`src/rtl/pfb_pkg.sv`:
```
package pfb_pkg;
  localparam int unsigned WORD_BYTES = 4;
  localparam int unsigned BUF_WORDS  = 2;
  localparam int unsigned BUF_BYTES  = WORD_BYTES * BUF_WORDS;
  localparam int unsigned PTR_W      = $clog2(BUF_BYTES);
  localparam int unsigned CNT_W      = PTR_W + 1;
  localparam int unsigned SLOT_W     = $clog2(BUF_WORDS);
  localparam int unsigned MAX_LEN    = 3;

  typedef logic [7:0]        byte_t;
  typedef logic [PTR_W-1:0]  ptr_t;
  typedef logic [CNT_W-1:0]  cnt_t;
  typedef logic [SLOT_W-1:0] slot_t;

  // length 0 from decode is taken as 1
  function automatic logic [1:0] norm_len(logic [1:0] l);
    return (l == 2'd0) ? 2'd1 : l;
  endfunction
endpackage

```
`src/rtl/pfb_fill_ctrl.sv`:
```
module pfb_fill_ctrl
  import pfb_pkg::*;
#(
  parameter int unsigned    AW         = 16,
  parameter logic [AW-1:0]  RESET_ADDR = '0
) (
  input  logic          clk_i,
  input  logic          rst_ni,
  input  logic          mem_valid_i,
  input  logic          redirect_i,
  input  logic [AW-1:0] redirect_addr_i,
  input  logic          take_i,
  input  logic [1:0]    take_len_i,
  output logic          mem_req_o,
  output logic [AW-1:0] mem_addr_o,
  output logic          wr_en_o,
  output slot_t         wr_slot_o,
  output ptr_t          rd_ptr_o,
  output cnt_t          count_o
);
  localparam cnt_t FREE_LIMIT = cnt_t'(BUF_BYTES - WORD_BYTES);

  logic [AW-1:0] fetch_q;
  cnt_t          cnt_q, add_b, sub_b;
  ptr_t          rd_q;
  slot_t         slot_q;
  logic [1:0]    skip_q;
  logic          accept;

  assign mem_req_o = !redirect_i && (cnt_q <= FREE_LIMIT);
  assign accept    = mem_req_o && mem_valid_i;

  always_comb begin
    add_b = accept ? cnt_t'(WORD_BYTES - int'(skip_q)) : '0;
    sub_b = take_i ? cnt_t'(take_len_i) : '0;
  end

  always_ff @(posedge clk_i or negedge rst_ni) begin
    if (!rst_ni) begin
      fetch_q <= {RESET_ADDR[AW-1:2], 2'b00};
      cnt_q   <= '0;
      rd_q    <= ptr_t'(RESET_ADDR[1:0]);
      slot_q  <= '0;
      skip_q  <= RESET_ADDR[1:0];
    end else if (redirect_i) begin
      fetch_q <= {redirect_addr_i[AW-1:2], 2'b00};
      cnt_q   <= '0;
      rd_q    <= ptr_t'(redirect_addr_i[1:0]);
      slot_q  <= '0;
      skip_q  <= redirect_addr_i[1:0];
    end else begin
      cnt_q <= cnt_q + add_b - sub_b;
      if (take_i) rd_q <= rd_q + ptr_t'(take_len_i);
      if (accept) begin
        fetch_q <= fetch_q + AW'(WORD_BYTES);
        slot_q  <= slot_q + 1'b1;
        skip_q  <= '0;
      end
    end
  end

  assign mem_addr_o = fetch_q;
  assign wr_en_o    = accept;
  assign wr_slot_o  = slot_q;
  assign rd_ptr_o   = rd_q;
  assign count_o    = cnt_q;


  occupancy_bound_chk: assert property (@(posedge clk_i) disable iff (!rst_ni)
    cnt_q <= cnt_t'(BUF_BYTES));

  fetch_step_chk: assert property (@(posedge clk_i) disable iff (!rst_ni)
    (mem_req_o && mem_valid_i) |=> (fetch_q == $past(fetch_q) + AW'(WORD_BYTES)));

  redirect_addr_chk: assert property (@(posedge clk_i) disable iff (!rst_ni)
    redirect_i |=> (fetch_q == {$past(redirect_addr_i[AW-1:2]), 2'b00}));
endmodule

```
`src/rtl/pfb_byte_store.sv`:
```
module pfb_byte_store
  import pfb_pkg::*;
(
  input  logic                    clk_i,
  input  logic                    rst_ni,
  input  logic                    wr_en_i,
  input  slot_t                   wr_slot_i,
  input  logic [8*WORD_BYTES-1:0] wr_data_i,
  output byte_t [BUF_BYTES-1:0]   bytes_o
);
  byte_t [BUF_BYTES-1:0] store_q;

  always_ff @(posedge clk_i or negedge rst_ni) begin
    if (!rst_ni) begin
      store_q <= '0;
    end else if (wr_en_i) begin
      for (int w = 0; w < WORD_BYTES; w++)
        store_q[int'(wr_slot_i) * WORD_BYTES + w] <= wr_data_i[8*w +: 8];
    end
  end

  assign bytes_o = store_q;
endmodule

```
`src/rtl/pfb_byte_sel.sv`:
```
module pfb_byte_sel
  import pfb_pkg::*;
(
  input  byte_t [BUF_BYTES-1:0] bytes_i,
  input  ptr_t                  rd_ptr_i,
  output byte_t [MAX_LEN-1:0]   sel_o
);
  for (genvar k = 0; k < MAX_LEN; k++) begin : g_sel
    ptr_t idx;
    assign idx      = rd_ptr_i + ptr_t'(k);  // wraps around the ring
    assign sel_o[k] = bytes_i[idx];
  end
endmodule

```
`src/rtl/prefetch_buf.sv`:
```
module prefetch_buf
  import pfb_pkg::*;
#(
  parameter int unsigned   AW         = 16,
  parameter logic [AW-1:0] RESET_ADDR = '0
) (
  input  logic          clk_i,
  input  logic          rst_ni,
  output logic          mem_req_o,
  output logic [AW-1:0] mem_addr_o,
  input  logic [31:0]   mem_data_i,
  input  logic          mem_valid_i,
  input  logic          redirect_i,
  input  logic [AW-1:0] redirect_addr_i,
  input  logic [1:0]    ins_len_i,
  input  logic          consume_i,
  output logic          ins_valid_o,
  output logic [7:0]    ins_op_o,
  output logic [7:0]    ins_arg1_o,
  output logic [7:0]    ins_arg2_o
);
  logic [1:0]            len_eff;
  logic                  take, wr_en;
  slot_t                 wr_slot;
  ptr_t                  rd_ptr;
  cnt_t                  count;
  byte_t [BUF_BYTES-1:0] bytes;
  byte_t [MAX_LEN-1:0]   sel;

  assign len_eff     = norm_len(ins_len_i);
  assign ins_valid_o = count >= cnt_t'(len_eff);
  assign take        = consume_i && ins_valid_o && !redirect_i;

  pfb_fill_ctrl #(.AW(AW), .RESET_ADDR(RESET_ADDR)) u_ctrl (
    .clk_i, .rst_ni, .mem_valid_i, .redirect_i, .redirect_addr_i,
    .take_i(take), .take_len_i(len_eff),
    .mem_req_o, .mem_addr_o,
    .wr_en_o(wr_en), .wr_slot_o(wr_slot), .rd_ptr_o(rd_ptr), .count_o(count)
  );

  pfb_byte_store u_store (
    .clk_i, .rst_ni, .wr_en_i(wr_en), .wr_slot_i(wr_slot),
    .wr_data_i(mem_data_i), .bytes_o(bytes)
  );

  pfb_byte_sel u_sel (.bytes_i(bytes), .rd_ptr_i(rd_ptr), .sel_o(sel));

  assign ins_op_o   = sel[0];
  assign ins_arg1_o = sel[1];
  assign ins_arg2_o = sel[2];


  redirect_flush_chk: assert property (@(posedge clk_i) disable iff (!rst_ni)
    redirect_i |=> !ins_valid_o);

  idle_consume_chk: assert property (@(posedge clk_i) disable iff (!rst_ni)
    (consume_i && !ins_valid_o && !redirect_i) |=> $stable(rd_ptr));
endmodule

```
`config.mk`:
```
export PLATFORM = sky130hd
export DESIGN_NAME = prefetch_buf
export DESIGN_NICKNAME = d
export VERILOG_FILES = /design/src/rtl/pfb_pkg.sv /design/src/rtl/pfb_fill_ctrl.sv /design/src/rtl/pfb_byte_store.sv /design/src/rtl/pfb_byte_sel.sv /design/src/rtl/prefetch_buf.sv
export SDC_FILE = /design/constraint.sdc
export NUM_CORES = 1
export LEC_CHECK = 0
export BUFFER_PORTS_ARGS = -buffer_cell sky130_fd_sc_hd__buf_2
export CORE_MARGIN = 4
export CORE_UTILIZATION = 45
export DETAILED_ROUTE_END_ITERATION = 8
export GPL_TIMING_DRIVEN = 0
export PLACE_DENSITY = 0.67
export SYNTH_ARGS = -nofsm -noshare
export SYNTH_HDL_FRONTEND = slang
export SYNTH_SLANG_ARGS = --single-unit
```
`constraint.sdc`:
```
create_clock -name clk_i -period 6.1 [get_ports clk_i]
set_clock_uncertainty 0.2 [all_clocks]
set_input_delay 0.61 -clock clk_i [delete_from_list [all_inputs] [get_ports clk_i]]
set_output_delay 0.61 -clock clk_i [all_outputs]
set_load 0.01 [all_outputs]
```
==> metrics.csv <==
stage,metric,value,unit
final_layout,share_of_final_layout_standard_cells_stronger_than_drive_strength_1,44.98,%
placement,placement.cell_area,6006,sq um
sta,final.period_utilization,58.04,%
power,vdd_drop_max,0.1881,mV
die,num_io_pins,97,
die,fp.dieArea,13640,sq um
setup_path,crit_fanout,10,
setup_path,worst_setup_path_startpoint,u_ctrl.rd_ptr_o[0]$_DFFE_PN0P_,
setup_path,cp_cell_sequence,"ha_1, buf_2, buf_2, mux4_2, mux2_2, buf_2",
final_layout,fill_cells,987,
placement,gp_congestion,0.7935,
drt,routed_wire_length_per_instance,20.02,um
synthesis,synth.top_cells.by_area,"sky130_fd_sc_hd__dfrtp_1 (41%), sky130_fd_sc_hd__mux2_2 (11%), sky130_fd_sc_hd__mux4_2 (10%), sky130_fd_sc_hd__mux2_4 (8.5%), sky130_fd_sc_hd__ha_1 (2.6%)",
outcome,status,completed,
placement,place.detailed.hpwl,9.807,mm
setup_path,kind_of_cell_adding_the_most_delay_to_the_critical_path,multiplexers,
clocking,htreeDepth,3,
synthesis,netlist-cell-type-count,54,
sta,finalWorstPathRequiredPeriod,3.540,ns
drt,drtPass1Iterations,5,
final_layout,antennaDiodeCount,0,
power,p_per_area,502.4,nW/um^2
clocking,cts_tree,yes,
synthesis,synthArstFlopShare,100.0,%
die,core_area,11520,sq um
synthesis,area_share_of_the_largest_cell_type_after_synthesis,41.33,%
sta,final_hold_viol_count,0,
setup_path,timing_worst_setup_path_type,flip-flop to output port,
power,p_leak,2.943,nW
final_layout,area_growth_syn_to_layout,18.76,%
synthesis,syn_inst,427,
clocking,clk_pin_slew_worst_paths,0.06,ns
clocking,cts_hold_bufs,0,
setup_path,endpoint_kind,output port,
final_layout,final_core_utilization,54.94,%
sta,fin_tns_setup,0,ns
synthesis,netlist.top_cell.by_area,sky130_fd_sc_hd__dfrtp_1,
sta,timing.hold.ws,0.04573,ns
clocking,cts_setup_buffers,0,
power,power.share.switching,35.52,%
setup_path,regToRegStartpoint,u_ctrl.count_o[1]$_DFF_PN0_,
drt,routed_via_count,3916,
clocking,worstSkewPairLatency,0.36,ns
clocking,cts.sinks,88,
clocking,cts_inserted_buffers,9,
synthesis,dominantRegCellSynth,sky130_fd_sc_hd__dfrtp_1,
sta,timing.slew.headroom,24.44,%
setup_path,critPathLaunchType,flip-flop,
setup_path,crit_path_top_delay_cell,sky130_fd_sc_hd__mux4_2,
synthesis,syn_area,5328,sq um
hold_path,hold_path_class,input pin to async pin,
synthesis,yosys_warnings,0,
synthesis,synth_edf_count,0,
clocking,clk_path_buf_depth,2,
final_layout,non_filler_cell_area_final,6327,sq um
synthesis,synth-seq-cells,88,
global_routing,grt_antenna_before_repair,1,
placement,numPortBuffers,93,
drt,viasPerCell,5.750,
sta,worstMarginPinSlew,1.130,ns
placement,detailedPlace.worstSlack,2.545,ns
synthesis,post_synth.cell_area_avg,12.48,sq um
power,power_share_of_the_combinational_group,48.2,%
synthesis,yosysSeqAreaShare,41.33,%
drt,drc_violations_left,0,
global_routing,groute.usage.overall,21.22,%
clocking,postCtsResizedCells,0,
die,initial_utilization,46.26,%
power,design_power_total,3.179,mW
die,row_count,39,
sta,worst_slack,2.560,ns
power,clock_power_share,19.0,%
final_layout,finish.cell_count_without_fillers,681,
setup_path,required,5.29,ns
global_routing,grt_first_pass_wirelength,21.69,mm
setup_path,critPathMaxStageDelay,0.56,ns
sta,final_max_slew_viol_count,0,
job,cap_violations,0,
setup_path,worst_ep_arrival,2.73,ns
final_layout,final_nets,602,
sta,fmax,282.5,MHz
global_routing,total_global_routing_overflow,0,
power,switchingPower,1.129,mW
sta,rsz0062_at_grt,false,
drt,iteration_0_drc_markers,298,
placement,post-place-cells,665,
global_routing,grt_max_degree,47,
drt,wl_final,13.64,mm
clocking,ctsRootBufferMaster,sky130_fd_sc_hd__clkbuf_16,
drt,route.antenna.remaining_nets,0,
power,p_seq_share,32.9,%
sta,setup-violations-final,0,
setup_path,worstPathBufferInverterCount,3,
global_routing,first_global_vias,4073,
die,die_x,116.8,um
die,die_h,116.8,um
power,power_report.internal_total,2.050,mW
setup_path,crit_top_cell,sky130_fd_sc_hd__buf_2,
## cells in the mapped netlist (3+ instances only)
master,instances
sky130_fd_sc_hd__nor2_1,13
sky130_fd_sc_hd__o21ai_0,21
sky130_fd_sc_hd__buf_4,5
sky130_fd_sc_hd__mux4_2,24
sky130_fd_sc_hd__and3_1,4
sky130_fd_sc_hd__fa_1,3
sky130_fd_sc_hd__buf_2,7
sky130_fd_sc_hd__mux2i_1,12
sky130_fd_sc_hd__nand3_1,9
sky130_fd_sc_hd__a221o_1,7
sky130_fd_sc_hd__mux2_1,5
sky130_fd_sc_hd__xnor2_1,4
sky130_fd_sc_hd__nand2_1,32
sky130_fd_sc_hd__mux2_2,54
sky130_fd_sc_hd__clkbuf_1,11
sky130_fd_sc_hd__a21o_1,5
sky130_fd_sc_hd__a21oi_1,12
sky130_fd_sc_hd__inv_1,16
sky130_fd_sc_hd__nand4_1,3
sky130_fd_sc_hd__ha_1,11
sky130_fd_sc_hd__nor3b_1,4
sky130_fd_sc_hd__nor2b_1,6
sky130_fd_sc_hd__nor3_1,5
sky130_fd_sc_hd__mux2_4,30
sky130_fd_sc_hd__dfrtp_1,88
sky130_fd_sc_hd__buf_8,3
## layout by cell type, fill, tap and decap left out, drive strengths merged, types with 2 or more instances in the layout
| cell | instances |
|---|---|
| mux2i | 12 |
| o21ai | 22 |
| and3 | 4 |
| xnor2 | 4 |
| or4 | 2 |
| nor3 | 5 |
| buf | 113 |
| a21oi | 13 |
| clkbuf | 21 |
| nand4 | 3 |
| ha | 11 |
| nor2b | 6 |
| o31ai | 2 |
| or3 | 2 |
| nor3b | 5 |
| nand3 | 9 |
| o21bai | 2 |
| mux2 | 89 |
| a221o | 7 |
| fa | 3 |
| nand2 | 33 |
| a21o | 5 |
| mux4 | 24 |
| bufinv | 2 |
| dfrtp | 88 |
| conb | 2 |
| nor2 | 14 |
| and2 | 2 |
| inv | 16 |
| clkinv | 4 |
## final timing paths
kind	end	depth (start not counted)	slack (ns)
max	ins_arg1_o[3]	6	2.56
min	u_store.bytes_o[62]$_DFFE_PN0P_	1	0.05
max reg2reg	u_ctrl.count_o[3]$_DFF_PN0_	11	2.95
min reg2reg	u_ctrl.skip_q[1]$_DFFE_PN0N_	2	0.30
max in group asynchronous	u_ctrl.mem_addr_o[5]$_DFFE_PN0N_	2	5.03
min in group clk_i	u_ctrl.mem_addr_o[13]$_DFFE_PN0N_	3	0.27
## registers in the layout, indices dropped and copies added, names as in the netlist
| name | count |
|---|---|
| u_store.bytes_o | 64 |
| u_ctrl.mem_addr_o | 14 |
| u_ctrl.count_o | 4 |
| u_ctrl.skip_q | 2 |
| u_ctrl.wr_slot_o | 1 |
| u_ctrl.rd_ptr_o | 3 |
## cell type report
type                       instances  area [sq um]  share of cell area, %
clock inverter                     6         82.58                  1.305
multi-input combinational        293          2868                  45.32
timing repair buffer              94         495.5                  7.831
buffer                            30         197.7                  3.124
sequential                        88          2202                  34.80
clock buffer                      10         239.0                  3.777
tap                              143         178.9                  2.828
inverter                          17         63.81                  1.009
## logic make-up (layout without fill, tap and decap cells)
group / after synthesis / after routing / share of synthesized area, %
adder cells (fa/ha/maj): 14 / 14 / 3.711
AND/OR/NAND/NOR: 90 / 90 / 8.995
flip-flops: 88 / 88 / 41.33
XOR/XNOR: 5 / 5 / 0.8219
buffers and inverters: 47 / 157 / 4.908
other: 1 / 2 / 0.07039
multiplexers: 125 / 125 / 33.33
AO/OA/AOI/OAI: 57 / 57 / 6.834
## layer usage
layer / wire (um) / global-route usage [%] / vias up / part of all wire (%)
met2: 6475 / 33.67 / 147 / 47
met4: 284 / 7.951 / 2 / 2.1
li1: - / - / 1775 / -
met1: 5882 / 27.65 / 1966 / 43
met3: 986 / 6.324 / 26 / 7.2
met5: 9 / 0 / - / 0.066
## worst register-to-register path: cells and delay by family (launching register included)
family | cells | cell delay (ns)
compound gates | 3 | 0.88
buf+inv | 2 | 0.20
xor+xnor | 1 | 0.14
flops | 1 | 0.40
fa+ha+maj | 2 | 0.78
simple gates | 3 | 0.41
## power groups by stage
stage / combinational, mW / sequential, mW / clock [mW]
after floorplan: 1.13 / 0.976 / 0
after global placement: 1.49 / 1.04 / 0
after detailed placement: 1.53 / 1.05 / 0
after CTS: 1.54 / 1.04 / 0.615
after global routing: 1.65 / 1.08 / 0.642
final: 1.53 / 1.04 / 0.603
Power figures use the tool's default switching activity.
